==> config.mk <==
export PLATFORM = sky130hd
export DESIGN_NAME = prio_classifier
export DESIGN_NICKNAME = d
export VERILOG_FILES = /design/src/rtl/pc_pkg.sv /design/src/rtl/pc_bitmap_lookup.sv /design/src/rtl/pc_port_cfg_select.sv /design/src/rtl/pc_decide.sv /design/src/rtl/pc_result_reg.sv /design/src/rtl/prio_classifier.sv
export SDC_FILE = /design/constraint.sdc
export NUM_CORES = 1
export LEC_CHECK = 0
export BUFFER_PORTS_ARGS = -buffer_cell sky130_fd_sc_hd__buf_2
export CAP_MARGIN = 0
export CELL_PAD_IN_SITES_DETAIL_PLACEMENT = 1
export CELL_PAD_IN_SITES_GLOBAL_PLACEMENT = 1
export CORE_MARGIN = 2
export CORE_UTILIZATION = 23
export DETAILED_ROUTE_END_ITERATION = 8
export PLACE_DENSITY = 0.93
export SETUP_SLACK_MARGIN = 0.1
export SYNTH_ARGS = -nofsm -noshare
export SYNTH_HDL_FRONTEND = slang
export SYNTH_SLANG_ARGS = --single-unit
==> constraint.sdc <==
create_clock -name clk -period 2.8 [get_ports clk]
set_clock_uncertainty 0.05 [all_clocks]
set_input_delay 0 -clock clk [delete_from_list [all_inputs] [get_ports clk]]
set_output_delay 0 -clock clk [all_outputs]
set_load 0.005 [all_outputs]
==> src/rtl/pc_pkg.sv <==
// Package: shared types for the priority classifier.
// Assumes: one classification per frame, three per-port enable bits.
package pc_pkg;

    // Per-port enables after selection by ingress port.
    typedef struct packed {
        logic dscp_en;
        logic pcp_en;
        logic port_hi;
    } port_cfg_t;

    // Which source decided the class, in precedence order.
    typedef enum logic [1:0] {
        SRC_NONE = 2'd0,
        SRC_PORT = 2'd1,
        SRC_DSCP = 2'd2,
        SRC_PCP  = 2'd3
    } prio_src_t;

endpackage

==> src/rtl/pc_bitmap_lookup.sv <==
// Module: fully decoded bitmap lookup.
// Returns the map bit selected by the index. Combinational.
// Assumes: the map has exactly 2**IDX_W entries.
module pc_bitmap_lookup #(
    parameter int IDX_W = 6,
    localparam int MAP_N = 1 << IDX_W
) (
    input  logic [MAP_N-1:0] map,
    input  logic [IDX_W-1:0] idx,
    output logic             hit
);

    // Select the entry addressed by the index.
    always_comb begin
        hit = map[idx];
    end

endmodule

==> src/rtl/pc_port_cfg_select.sv <==
// Module: per-port enable selection.
// Picks the three enable bits belonging to the ingress port.
// Assumes: an index at or above NUM_PORTS matches no port, so all
// enables read as zero.
module pc_port_cfg_select
    import pc_pkg::*;
#(
    parameter int NUM_PORTS = 5,
    parameter int PORT_W    = 3
) (
    input  logic [PORT_W-1:0]    port,
    input  logic [NUM_PORTS-1:0] dscp_en,
    input  logic [NUM_PORTS-1:0] pcp_en,
    input  logic [NUM_PORTS-1:0] port_hi,
    output port_cfg_t            sel
);

    logic [NUM_PORTS-1:0] match;

    // Build a one-hot match vector with one comparator per port.
    for (genvar gi = 0; gi < NUM_PORTS; gi++) begin : g_match
        assign match[gi] = (port == PORT_W'(gi));
    end

    // Reduce the masked enable vectors to single bits.
    always_comb begin
        sel.dscp_en = |(match & dscp_en);
        sel.pcp_en  = |(match & pcp_en);
        sel.port_hi = |(match & port_hi);
    end

endmodule

==> src/rtl/pc_decide.sv <==
// Module: source precedence and class decision.
// Applies the fixed order override, DSCP, user priority. Any
// enabled source voting high makes the frame high priority.
// Assumes: the map hits are already looked up for this frame.
module pc_decide
    import pc_pkg::*;
(
    input  port_cfg_t cfg,
    input  logic      is_ipv4,
    input  logic      is_tagged,
    input  logic      dscp_hit,
    input  logic      pcp_hit,
    output logic      high
);

    prio_src_t src;

    // Choose the winning source by fixed precedence.
    always_comb begin
        if (cfg.port_hi)
            src = SRC_PORT;
        else if (cfg.dscp_en && is_ipv4 && dscp_hit)
            src = SRC_DSCP;
        else if (cfg.pcp_en && is_tagged && pcp_hit)
            src = SRC_PCP;
        else
            src = SRC_NONE;
    end

    // Any winner means high priority.
    always_comb begin
        high = (src != SRC_NONE);
    end

endmodule

==> src/rtl/pc_result_reg.sv <==
// Module: output register.
// Registers the done strobe every cycle. Loads the class only on
// valid, so it holds between frames.
// Assumes: synchronous active-low reset.
module pc_result_reg (
    input  logic clk,
    input  logic rst_n,
    input  logic valid,
    input  logic high_d,
    output logic done,
    output logic high_q
);

    // Delay the valid strobe by one cycle to form done.
    always_ff @(posedge clk) begin
        if (!rst_n)
            done <= 1'b0;
        else
            done <= valid;
    end

    // Capture the class in the valid cycle and hold it otherwise.
    always_ff @(posedge clk) begin
        if (!rst_n)
            high_q <= 1'b0;
        else if (valid)
            high_q <= high_d;
    end

endmodule

==> src/rtl/prio_classifier.sv <==
// Module: ingress frame priority classifier (top).
// Classifies each frame as high or low priority from its DSCP value,
// its tag user priority and its ingress port. The result appears one
// cycle after valid.
// Assumes: header fields are already extracted; configuration is
// stable in the valid cycle.
module prio_classifier
    import pc_pkg::*;
#(
    parameter int NUM_PORTS = 5,
    parameter int PORT_W    = $clog2(NUM_PORTS),
    parameter int DSCP_W    = 6,
    parameter int PCP_W     = 3
) (
    input  logic                   clk,
    input  logic                   rst_n,
    input  logic                   in_valid,
    input  logic [PORT_W-1:0]      in_port,
    input  logic                   in_tagged,
    input  logic [PCP_W-1:0]       in_pcp,
    input  logic                   in_ipv4,
    input  logic [DSCP_W-1:0]      in_dscp,
    input  logic [NUM_PORTS-1:0]   cfg_dscp_en,
    input  logic [NUM_PORTS-1:0]   cfg_pcp_en,
    input  logic [NUM_PORTS-1:0]   cfg_port_hi,
    input  logic [(1<<PCP_W)-1:0]  cfg_pcp_map,
    input  logic [(1<<DSCP_W)-1:0] cfg_dscp_map,
    output logic                   out_done,
    output logic                   out_high
);

    port_cfg_t port_cfg;
    logic      dscp_hit;
    logic      pcp_hit;
    logic      high_d;

    pc_port_cfg_select #(
        .NUM_PORTS (NUM_PORTS),
        .PORT_W    (PORT_W)
    ) u_sel (
        .port    (in_port),
        .dscp_en (cfg_dscp_en),
        .pcp_en  (cfg_pcp_en),
        .port_hi (cfg_port_hi),
        .sel     (port_cfg)
    );

    pc_bitmap_lookup #(.IDX_W(DSCP_W)) u_dscp_lu (
        .map (cfg_dscp_map),
        .idx (in_dscp),
        .hit (dscp_hit)
    );

    pc_bitmap_lookup #(.IDX_W(PCP_W)) u_pcp_lu (
        .map (cfg_pcp_map),
        .idx (in_pcp),
        .hit (pcp_hit)
    );

    pc_decide u_dec (
        .cfg       (port_cfg),
        .is_ipv4   (in_ipv4),
        .is_tagged (in_tagged),
        .dscp_hit  (dscp_hit),
        .pcp_hit   (pcp_hit),
        .high      (high_d)
    );

    pc_result_reg u_reg (
        .clk    (clk),
        .rst_n  (rst_n),
        .valid  (in_valid),
        .high_d (high_d),
        .done   (out_done),
        .high_q (out_high)
    );

endmodule

* Yosys cells after proc, flatten, opt, wreduce, memory -nomap -nowiden *
Cells that the tools add are included.

word-level totals
  bits in registers = 2
  bits of input ports = 104
  output and inout bits = 2
  logic and storage cells = 27

cells by class
  order comparisons = 2
  eq/ne operators = 4
  multiplexer cells = 7
  bitwise logic cells = 3
  reductions and logical operators = 9

operators with widths
  cell                number
  $and 5x5->5         3
  $reduce_or 5->1     3
  $lt 6x7->1 const B  1
  $bmux 1 s6          1
  $eq 3x2->1 const B  2
  $mux 2              3
  $logic_and 1x1->1   4
  $lt 3x4->1 const B  1
  $bmux 1 s3          1
  $eq 3x1->1 const B  1
  $eq 3x3->1 const B  1
  $logic_not 3->1     1
  $mux 1              2
  $reduce_bool 2->1   1

* Longest topological paths before layout *
Gate-level depths: netlist of the first run.

  word-level depth = 9
  gate-level depth with buffers = 7
  gate-level depth less buffers = 5

* Cells and area by module *
Synthesis of the first run repeated with hierarchy kept, for this count alone.

second synthesis, totals
  cell total of the unflattened synthesis = 93
  area total of the unflattened synthesis = 895.9 sq um

modules (own cells, without submodules)
  module                         instances  cells an instance  area an instance (sq um)  sequential area each (sq um)
  pc_bitmap_lookup at u_dscp_lu  1          62                 600.6                     0.0
  pc_port_cfg_select             1          20                 152.6                     0.0
  pc_bitmap_lookup at u_pcp_lu   1          3                  63.8                      0.0
  pc_result_reg                  1          5                  63.8                      40.0
  pc_decide                      1          3                  15.0                      0.0

* Least setup slack after synthesis of the first run *
No wires, ideal clock.

  path kind = in2reg
  start point = input port in_dscp[0]
  end point = register u_reg.high_q
  library setup time = 0.116 ns
  data arrival time = 1.268 ns
  data required time = 2.634 ns
  slack = 1.365 ns
  stages = 6
  path buffers = 1
  path through = buf_6 > mux4_1 > mux2_2 > nand3b_1 > o2111ai_1 > a41o_1

on the way
  word-level cells in the longest chain between the ends = 6

RTL lines
  element                       RTL line                text
  start, declared               prio_classifier.sv:22   input logic [DSCP_W-1:0] in_dscp,
  $bmux 1 s6                    pc_bitmap_lookup.sv:15  hit = map[idx];
  $mux 1 (not written as such)  pc_bitmap_lookup.sv:15
  $logic_and 1x1->1             pc_decide.sv:22         else if (cfg.dscp_en && is_ipv4 && dscp_hit)
  $mux 2                        pc_decide.sv:22
  $mux 2                        pc_decide.sv:20         if (cfg.port_hi)
  $reduce_bool 2->1             pc_decide.sv:32         high = (src != SRC_NONE);
  end signal, assigned          pc_result_reg.sv:27     high_q <= high_d;
  end, declared                 pc_result_reg.sv:11     output logic high_q

Every way passes these cells. The select of a mux whose other input is x is not followed.
A chain may end at the register's enable or synchronous reset.

* Worst setup path after layout of the first run *
Same ends and word-level chain as after synthesis.

==> results.sh, run 1 <==
export IMPL_synth_edf_count=0
export IMPL_worst_slew_pin_transition_ns=0.459
export IMPL_crit_required_ns=2.84
export IMPL_numCtsBuffers=3
export IMPL_cp_max_fo=18
export IMPL_grt_overflow=0
export IMPL_gp_congestion=0.675
export IMPL_dieArea_um2=4210
export IMPL_ir_drop_mv=0.121
export IMPL_rsz0062_at_grt="no"
export IMPL_cts_tree="yes"
export IMPL_netlist_instances=73
export IMPL_clock_path_buffers=2
export IMPL_yosys_top_cells_area="mux4_2 (29%), mux4_1 (22%), mux2i_1 (9.4%), mux2_2 (5.3%), dfxtp_1 (4.7%)"
export IMPL_grt_max_degree=19
export IMPL_async_reset_ff_share_pct=0
export IMPL_clock_sinks=2
export IMPL_finalSetupTns_ns=0
export IMPL_dr_pass1_iters=2
export IMPL_hold_ws_ns=0.108
export IMPL_initial_utilization_pct=23.6
export IMPL_syn2layout_area_growth_pct=70.8
export IMPL_drtIter0Drc=13
export IMPL_ys_flop_type="dfxtp_1"
export IMPL_pwr_share_clk_pct=34.1
export IMPL_syn_area_um2=852
export IMPL_intPower_w=0.000239
export IMPL_cts_root_buffer="clkbuf_8"
export IMPL_finalMaxSlewViolations=0
export IMPL_wire_per_inst_um=14.5
export IMPL_multi_input_area_um2=768
export IMPL_num_rows=22
export IMPL_start_kind="input port"
export IMPL_grt_pass1_wl_um=5020
export IMPL_final_common_cell="buf_2"
export IMPL_p_comb_share_pct=56.1
export IMPL_setup_viol_count_final=0
export IMPL_vias=1093
export IMPL_dieHeight_um=64.9
export IMPL_end_kind="flip-flop"
export IMPL_nFillCells=446
export IMPL_dp_cells=219
export IMPL_cts_htree_levels=1
export IMPL_drt_drc_violations_left=0
export IMPL_hpwl_um=2990
export IMPL_io_pins=106
export IMPL_final_cell_mix="buf_2 (105), mux4_2 (11), mux2i_1 (8), mux4_1 (7)"
export IMPL_slew_headroom_pct=69.4
export IMPL_core_area_um2=3610
export IMPL_holdCritStartpoint="in_dscp[5]"
export IMPL_r2r_start="u_reg.high_q"
export IMPL_track_usage_pct=15.4
export IMPL_path_class="in2reg"
export IMPL_fmax_mhz=620
export IMPL_postCtsSetupBuffers=0
export IMPL_hold_buffers=2
export IMPL_ys_seq_elements=2
export IMPL_maxCapViolCount=0
export IMPL_yosysUniqueCellTypes=28
export IMPL_power_share_sequential_pct=9.8
export IMPL_yosysSeqAreaShare_pct=4.70
export IMPL_crit_start="in_dscp[0]"
export IMPL_syn_num_nets=177
export IMPL_fin_crit_ns=1.61
export IMPL_clk_latency_ns=0.21
export IMPL_wl_um=3250
export IMPL_synth_top_area_share_pct=29.1
export IMPL_grt_pass1_vias=1190
export IMPL_yosysTopAreaCell="mux4_2"
export IMPL_fin_nets=282
export IMPL_hold_viol_final=0
export IMPL_antenna_found_initial=0
export IMPL_min_path_type="in2reg"
export IMPL_seqCellArea_um2=40.0
export IMPL_p_per_area_nw_per_um2=222
export IMPL_drive_gt1_share_pct=69.9
export IMPL_synth_warnings=0
export IMPL_swShare_pct=26.0
export IMPL_p_sw_w=0.0000840
export IMPL_ctsResizeCount=0
export IMPL_clkSlewWorstSetupHoldPaths_ns=0.03
export IMPL_num_antenna_cells=0
export IMPL_hold_end="u_reg.high_q"
export IMPL_period_share_pct=57.6
export IMPL_regToRegSetupSlack_ns=1.78
export IMPL_vias_per_cell=4.88
export IMPL_ant_nets=0
export IMPL_die_w_um=64.9
export IMPL_reg2regPathDepth=3
export IMPL_cp_data_arrival_time_ns=1.66
export IMPL_stdcell_count=224
export IMPL_hold_depth=3
export IMPL_synth_area_per_cell_um2=11.7
export IMPL_power_leakage_nw=0.736
export IMPL_io_buffers=105
export IMPL_worstReg2RegEnd="u_reg.high_q"
export IMPL_status="complete, no violations"
[cells by family (layout without fill, tap and decap cells)]
logic type,after synthesis,in the layout,synth area share (%)
compound gates,15,15,12.6
buf+inv,7,110,5.14
flops,2,2,4.70
mux,30,30,65.3
simple gates,19,19,12.2
[flip-flops by register name, summed over array words and instances, names as in the netlist]
| signal | cells |
|---|---|
| u_reg.done | 1 |
| u_reg.high_q | 1 |
[cell usage after synthesis (all sizes together) (3+ instances only)]
library cell  number
mux2i              8
nand3              3
nor2b              4
o21ai              3
mux4              18
mux2               4
buf                4
nand2              4
clkbuf             3
[critical path: stages]
cell	delay, ns
buf_2	0.38
mux4_1	0.61
mux2_2	0.28
nand3b_1	0.08
o2111ai_1	0.12
a41o_1	0.19
[power groups by stage]
stage	registers, W	clock network [W]	logic, W
after floorplan	0.0000324	0	0.0000963
after global placement	0.0000325	0	0.000175
after detailed placement	0.0000322	0	0.000182
after CTS	0.0000318	0.000113	0.000185
after global routing	0.0000321	0.000119	0.000199
final	0.0000317	0.000110	0.000181
[through the flow]
stage          setup slack (ns)  area [um^2]  power [W]  util (%)
2_1_floorplan              1.37          852   0.000129         -
3_3_place_gp               1.01         1390   0.000207      38.7
3_5_place_dp              0.947         1390   0.000214      38.7
4_1_cts                    1.15         1460   0.000330      40.4
5_1_grt                    1.07         1460   0.000350      40.4
6_report                   1.19         1460   0.000323      40.4
[layout make-up]
type / instances / share of cell area (%)
well taps: 48 / 4.13
flip-flops and latches: 2 / 2.75
repair buffers: 107 / 37.5
clock buffers: 3 / 2.84
multi-input cells: 64 / 52.8
[metal layers]
layer	track usage, %	up-vias	routed length [um]
met5	0	-	0
met4	2.66	0	15
met3	4.51	2	291
met2	31.1	61	1780
met1	15.4	501	1170
li1	-	529	-
[worst max-delay path by stage]
stage          slack, ns            to  cells past startpoint
2_1_floorplan       1.37  u_reg.high_q                      6
3_3_place_gp        1.01  u_reg.high_q                      6
3_5_place_dp        0.95  u_reg.high_q                      6
4_1_cts             1.15  u_reg.high_q                      6
5_1_grt             1.07  u_reg.high_q                      6
6_report            1.19  u_reg.high_q                      6
(Power assumes the default switching activity.)
==> run 2: changes to the inputs <==
Settings changed: ABC_AREA from default to 1, CORE_UTILIZATION 23 to 21, PLACE_DENSITY 0.93 to 0.87.
Clock period 2.8 ns to 1.6 ns, I/O delays scaled along.
==> run 2 against run 1 <==
Critical path depth fell by 1. Count of clock-buffer cells in the layout stayed put. Routed wire length up 53%. First-iteration DRC count grew to 4.2 times the previous value. Setup slack got worse by 0.86 ns. Sequential cell count unchanged. Highest routed layer unchanged. Cell count rose by 90%.
==> results.sh, run 2 <==
export IMPL_crit_required_ns=1.65
export IMPL_period_share_pct=79.3
export IMPL_io_buffers=105
export IMPL_end_kind="flip-flop"
export IMPL_power_w=0.000637
export IMPL_yosys_top_cells_area="nand2_1 (29%), nand3_1 (24%), inv_1 (20%), buf_6 (4.8%), dfxtp_1 (3.4%)"
export IMPL_vias=1875
export IMPL_synth_warnings=0
export IMPL_numCtsBuffers=3
export IMPL_synth_area_per_cell_um2=4.64
export IMPL_timing_final_ws_setup_ns=0.332
export IMPL_nFillCells=816
export IMPL_syn_num_nets=357
export IMPL_final_area_um2=1780
export IMPL_power_share_sequential_pct=8.7
export IMPL_async_reset_ff_share_pct=0
export IMPL_path_buf_inv=4
export IMPL_wire_per_inst_um=11.7
export IMPL_reg_largest_list="u_reg.done x1, u_reg.high_q x1"
export IMPL_final_cell_mix="buf_2 (105), nand2_1 (91), inv_1 (61), nand3_1 (56), nor2_1 (9)"
export IMPL_drtIter0Drc=54
export IMPL_crit_top_cell="dlygate4sd3_1"
export IMPL_synth_most_common_cell="nand2_1"
export IMPL_start_kind="input port"
export IMPL_cpLargestDelayFamily="buffers and inverters"
export IMPL_min_path_type="in2reg"
export IMPL_drt_drc_violations_left=0
export IMPL_clk_latency_ns=0.21
export IMPL_synth_simple_gate_area_share_pct=60.1
export IMPL_grt_overflow=0
export IMPL_finalMaxSlewViolations=0
export IMPL_slowest_stage="dlygate4sd3_1"
export IMPL_cts_tree="yes"
export IMPL_die_w_um=78.8
export IMPL_rsz0062_at_grt="no"
export IMPL_p_per_area_nw_per_um2=358
export IMPL_pre_cts_ws_ns=0.336
export IMPL_num_rows=27
export IMPL_dieHeight_um=78.8
export IMPL_netlist_instances=253
export IMPL_crit_start="rst_n"
export IMPL_hold_viol_final=0
export IMPL_ant_nets=0
export IMPL_yosysSeqAreaShare_pct=3.41
export IMPL_swShare_pct=37.8
export IMPL_slowest_delay_ns=0.55
export IMPL_wl_um=4980
export IMPL_post_route_util_pct=32.8
export IMPL_final_common_cell="buf_2"
export IMPL_cts_root_buffer="clkbuf_8"
export IMPL_synth_top_area_share_pct=29.1
export IMPL_clkSlewWorstSetupHoldPaths_ns=0.03
export IMPL_ys_seq_elements=2
export IMPL_core_area_um2=5440
export IMPL_path_depth=5
export IMPL_intPower_w=0.000397
export IMPL_synth_edf_count=0
export IMPL_cp_cell_sequence="dlygate4sd3_1 -> buf_2 -> nand2_1 -> dlygate4sd3_1 -> inv_1"
export IMPL_cts_htree_levels=1
export IMPL_hpwl_um=4230
export IMPL_synth_xor_area_share_pct=0
export IMPL_fmax_mhz=789
export IMPL_worst_slew_pin_transition_ns=0.370
export IMPL_io_pins=106
export IMPL_path_class="in2reg"
export IMPL_p_comb_share_pct=60.8
export IMPL_ys_top_cells_by_count="nand2_1 (91), inv_1 (61), nand3_1 (56)"
export IMPL_num_antenna_cells=0
export IMPL_maxCapViolCount=0
export IMPL_track_usage_pct=15.8
export IMPL_slew_headroom_pct=75.2
export IMPL_dpl_cell_area_um2=1720
export IMPL_grt_pass1_wl_um=8150
export IMPL_synth_compound_area_share_pct=7.68
export IMPL_initial_utilization_pct=21.6
export IMPL_antenna_found_initial=0
export IMPL_crit_path_end="u_reg.done"
export IMPL_muxShareOfSynthArea_pct=0
export IMPL_fin_nets=460
export IMPL_pwr_share_clk_pct=30.5
export IMPL_clock_path_buffers=2
export IMPL_dieArea_um2=6200
export IMPL_regToRegSetupSlack_ns=0.86
export IMPL_syn2layout_area_growth_pct=51.8
export IMPL_r2r_start="u_reg.high_q"
export IMPL_gp_congestion=0.716
export IMPL_setup_viol_count_final=0
export IMPL_worstReg2RegEnd="u_reg.high_q"
export IMPL_dr_pass1_iters=4
export IMPL_yosysTopAreaCell="nand2_1"
export IMPL_status="complete, no violations"
export IMPL_yosysUniqueCellTypes=21
export IMPL_drive_gt1_share_pct=33.1
export IMPL_ir_drop_mv=0.150
export IMPL_grt_pass1_vias=1907
export IMPL_cp_data_arrival_time_ns=1.32
export IMPL_ys_flop_type="dfxtp_1"
export IMPL_syn_area_um2=1170
export IMPL_synth_fa_ha_area_share_pct=0
export IMPL_finalSetupTns_ns=0
export IMPL_p_sw_w=0.000241
export IMPL_clock_sinks=2
export IMPL_vias_per_cell=4.40
export IMPL_synth_top_family_by_area="simple AND/OR/NAND/NOR gates"
export IMPL_power_leakage_nw=1.20
export IMPL_fin_crit_ns=1.27
export IMPL_grt_max_degree=31
export IMPL_ctsResizeCount=0
export IMPL_reg2regPathDepth=2
export IMPL_cp_max_fo=2
## run 2: cell count changes in the layout (fill, tap and decap cells not counted), moves of 3 or more
cell	delta
nand3_1	+53
mux2_2	-4
nor2b_1	-4
o21ai_0	+3
inv_1	+61
nand2_1	+87
mux4_2	-11
mux2i_1	-8
nor2_1	+7
mux4_1	-7
## run 2: area by class of cell
class / count / area, um^2 / area share [%]
tap: 72 / 90.1 / 5.06
timing repair buffer: 109 / 573 / 32.2
multi-input combinational: 177 / 796 / 44.7
inverter: 63 / 241 / 13.6
sequential: 2 / 40.0 / 2.25
clock buffer: 3 / 41.3 / 2.32
## run 2: tightest hold or removal path: cells and delay by family
family                 cells  cell delay [ns]
buffers and inverters      1             0.11
AOI/OAI and AO/OA          2             0.21
## run 2: how the worst min path moves through the flow
stage | to | cells past startpoint | slack, ns | start
floorplan | u_reg.done | 2 | 0.04 | in_valid
global placement | u_reg.done | 3 | 0.15 | rst_n
detailed placement | u_reg.done | 3 | 0.17 | rst_n
CTS | u_reg.high_q | 3 | 0.1 | in_valid
global route | u_reg.high_q | 3 | 0.13 | in_valid
finish | u_reg.high_q | 3 | 0.11 | in_valid
## run 2: per-stage QoR
stage / hold slack [ns] / instances
2_1_floorplan: 0.0435 / 253
3_3_place_gp: 0.153 / 421
3_5_place_dp: 0.168 / 421
4_1_cts: 0.0961 / 426
5_1_grt: 0.129 / 426
6_report: 0.107 / 426
## run 2: cell families after synthesis
kind of cell | Yosys count
AO/OA/AOI/OAI | 14
AND/OR/NAND/NOR | 163
flip-flops | 2
buffers and inverters | 74
## run 2: per-layer routing
layer  up-vias  track usage (%)  routed length [um]
met5         -                0                   0
met4         0             3.68                  58
met3         6             1.36                 280
met2        58             30.7                2610
met1       839             18.4                2040
li1        972                -                   -
## run 2: power by group through the flow
stage               logic [W]  clock network [W]  registers, W
CTS                  0.000391           0.000199     0.0000554
detailed placement   0.000385                  0     0.0000560
global placement     0.000372                  0     0.0000559
floorplan            0.000216                  0     0.0000561
finish               0.000387           0.000195     0.0000554
global route         0.000443           0.000207     0.0000558
## run 2: what timing repair did
| item | CTS | global route |
|---|---|---|
| hold buffers | 2 | 0 |
| setup buffers | 0 | 0 |
| hold endpoints to repair | 1 | 0 |
==> run 3: changes to the inputs <==
Settings changed: ABC_AREA 1 to 0.
Clock period 1.6 ns to 1.28 ns, I/O delays scaled along.
==> run 3 against run 2 <==
The run now ends with negative setup slack left. First-iteration DRC count fell by 91%. Setup slack worse by 0.39 ns. Critical path depth up 1. Final area down 14%. Global-route usage shrank 0.97 points. Sequential cell count did not move. Core utilization increased by 6.2 points. Die area decreased by 26%. Worst hold slack better by 0.0073 ns. Cell count shrank 46%. Largest cell class unchanged.
==> results.sh, run 3 (synthesized netlist as in run 1, its figures left out) <==
export IMPL_cp_data_arrival_time_ns=1.39
export IMPL_dpl_cell_area_um2=1460
export IMPL_syn2layout_area_growth_pct=80.3
export IMPL_clock_path_buffers=2
export IMPL_rsz0062_at_grt="yes"
export IMPL_vias_per_cell=4.74
export IMPL_io_pins=106
export IMPL_gp_congestion=0.652
export IMPL_dieArea_um2=4580
export IMPL_busiest_layer="met2"
export IMPL_numCtsBuffers=3
export IMPL_clock_sinks=2
export IMPL_pwr_share_clk_pct=33.1
export IMPL_cp_max_fo=3
export IMPL_stdcell_count=232
export IMPL_clkSlewWorstSetupHoldPaths_ns=0.03
export IMPL_dieHeight_um=67.7
export IMPL_crit_required_ns=1.33
export IMPL_grt_pass1_wl_um=5100
export IMPL_drive_gt1_share_pct=73.1
export IMPL_finalMaxSlewViolations=0
export IMPL_hold_end="u_reg.high_q"
export IMPL_wire_per_inst_um=14.6
export IMPL_die_w_um=67.7
export IMPL_p_sw_w=0.000197
export IMPL_holdCritStartpoint="in_dscp[5]"
export IMPL_ant_nets=0
export IMPL_hold_depth=3
export IMPL_fin_nets=288
export IMPL_worst_slew_pin_transition_ns=0.296
export IMPL_violations="negative setup slack"
export IMPL_drt_drc_violations_left=0
export IMPL_dr_pass1_iters=2
export IMPL_final_cell_mix="buf_2 (104), mux4_2 (14), mux2i_1 (8)"
export IMPL_worstReg2RegEnd="u_reg.high_q"
export IMPL_ir_drop_mv=0.177
export IMPL_p_per_area_nw_per_um2=487
export IMPL_cts_root_buffer="clkbuf_8"
export IMPL_gr_usage_met2_pct=30.1
export IMPL_power_share_sequential_pct=9.3
export IMPL_grt_max_degree=13
export IMPL_grt_overflow=0
export IMPL_initial_utilization_pct=21.6
export IMPL_min_path_type="in2reg"
export IMPL_timing_final_ws_setup_ns=-0.0605
export IMPL_num_antenna_cells=0
export IMPL_hold_viol_final=0
export IMPL_pre_cts_ws_ns=-0.355
export IMPL_p_comb_share_pct=57.6
export IMPL_wl_um=3400
export IMPL_r2r_start="u_reg.high_q"
export IMPL_multi_input_area_um2=767
export IMPL_status="finished, violations left"
export IMPL_grt_met1_usage_pct=14.7
export IMPL_io_buffers=105
export IMPL_crit_start="in_dscp[0]"
export IMPL_final_common_cell="buf_2"
export IMPL_intPower_w=0.000551
export IMPL_core_area_um2=3940
export IMPL_swShare_pct=26.4
export IMPL_reg2regPathDepth=3
export IMPL_fmax_mhz=746
export IMPL_postCtsSetupBuffers=0
export IMPL_path_class="in2reg"
export IMPL_dp_cells=227
export IMPL_setup_viol_count_final=1
export IMPL_track_usage_pct=14.8
export IMPL_start_kind="input port"
export IMPL_cts_tree="yes"
export IMPL_maxCapViolCount=0
export IMPL_hpwl_um=3110
export IMPL_met3_usage_pct=3.67
export IMPL_vias=1100
export IMPL_clk_latency_ns=0.21
export IMPL_drtIter0Drc=5
export IMPL_cts_htree_levels=1
export IMPL_finalSetupTns_ns=-0.0605
export IMPL_grt_pass1_vias=1168
export IMPL_power_w=0.000748
export IMPL_nFillCells=516
export IMPL_slew_headroom_pct=80.1
export IMPL_fin_crit_ns=1.34
export IMPL_antenna_found_initial=0
export IMPL_reg_largest_list="u_reg.done x1, u_reg.high_q x1"
export IMPL_seqCellArea_um2=40.0
export IMPL_num_rows=23
export IMPL_power_leakage_nw=0.769
export IMPL_final_area_um2=1540
export IMPL_regToRegSetupSlack_ns=0.30
export IMPL_period_share_pct=105
export IMPL_end_kind="flip-flop"
[run 3: metal layers]
metal / share of wire (%) / wire length (um)
met1: 33 / 1110
met2: 60 / 2050
met3: 6.5 / 221
met4: 0.35 / 12
met5: 0 / 0
[run 3: layout make-up]
class | count | share of cell area, %
flip-flops and latches | 2 | 2.61
well taps | 50 | 4.07
multi-input cells | 64 | 49.9
repair buffers | 113 | 40.7
clock buffers | 3 | 2.69
[run 3: worst max-delay path by stage]
stage / endpoint / cells past startpoint
floorplan: u_reg.high_q / 6
global placement: u_reg.high_q / 6
detailed placement: u_reg.high_q / 7
CTS: u_reg.high_q / 7
global route: u_reg.high_q / 6
finish: u_reg.high_q / 6
[run 3: critical path: stages]
cell and delay [ns]:
buf_8 0.08, buf_4 0.10, mux4_1 0.54, a311oi_1 0.30, o211ai_1 0.14, a41o_1 0.22
[run 3: repair_timing]
action / 4_1_cts / 5_1_grt
gates resized for setup: 6 / 0
pin swaps: 2 / 1
setup endpoints to repair: 1 / 1
hold buffers: 2 / 0
hold endpoints to repair: 1 / 0
[run 3: metrics by stage]
| step | util (%) | hold slack (ns) |
|---|---|---|
| after global routing | 39.0 | 0.136 |
| after global placement | 37.0 | 0.174 |
| after floorplan | - | 0.0717 |
| after CTS | 39.0 | 0.133 |
| final | 39.0 | 0.114 |
| after detailed placement | 37.0 | 0.177 |
[run 3: power groups by stage]
stage          clock network, W  logic, W  registers (W)
2_1_floorplan                 0  0.000217      0.0000709
3_3_place_gp                  0  0.000409      0.0000708
3_5_place_dp                  0  0.000422      0.0000705
4_1_cts                0.000258  0.000440      0.0000697
5_1_grt                0.000264  0.000473      0.0000706
6_report               0.000248  0.000431      0.0000696
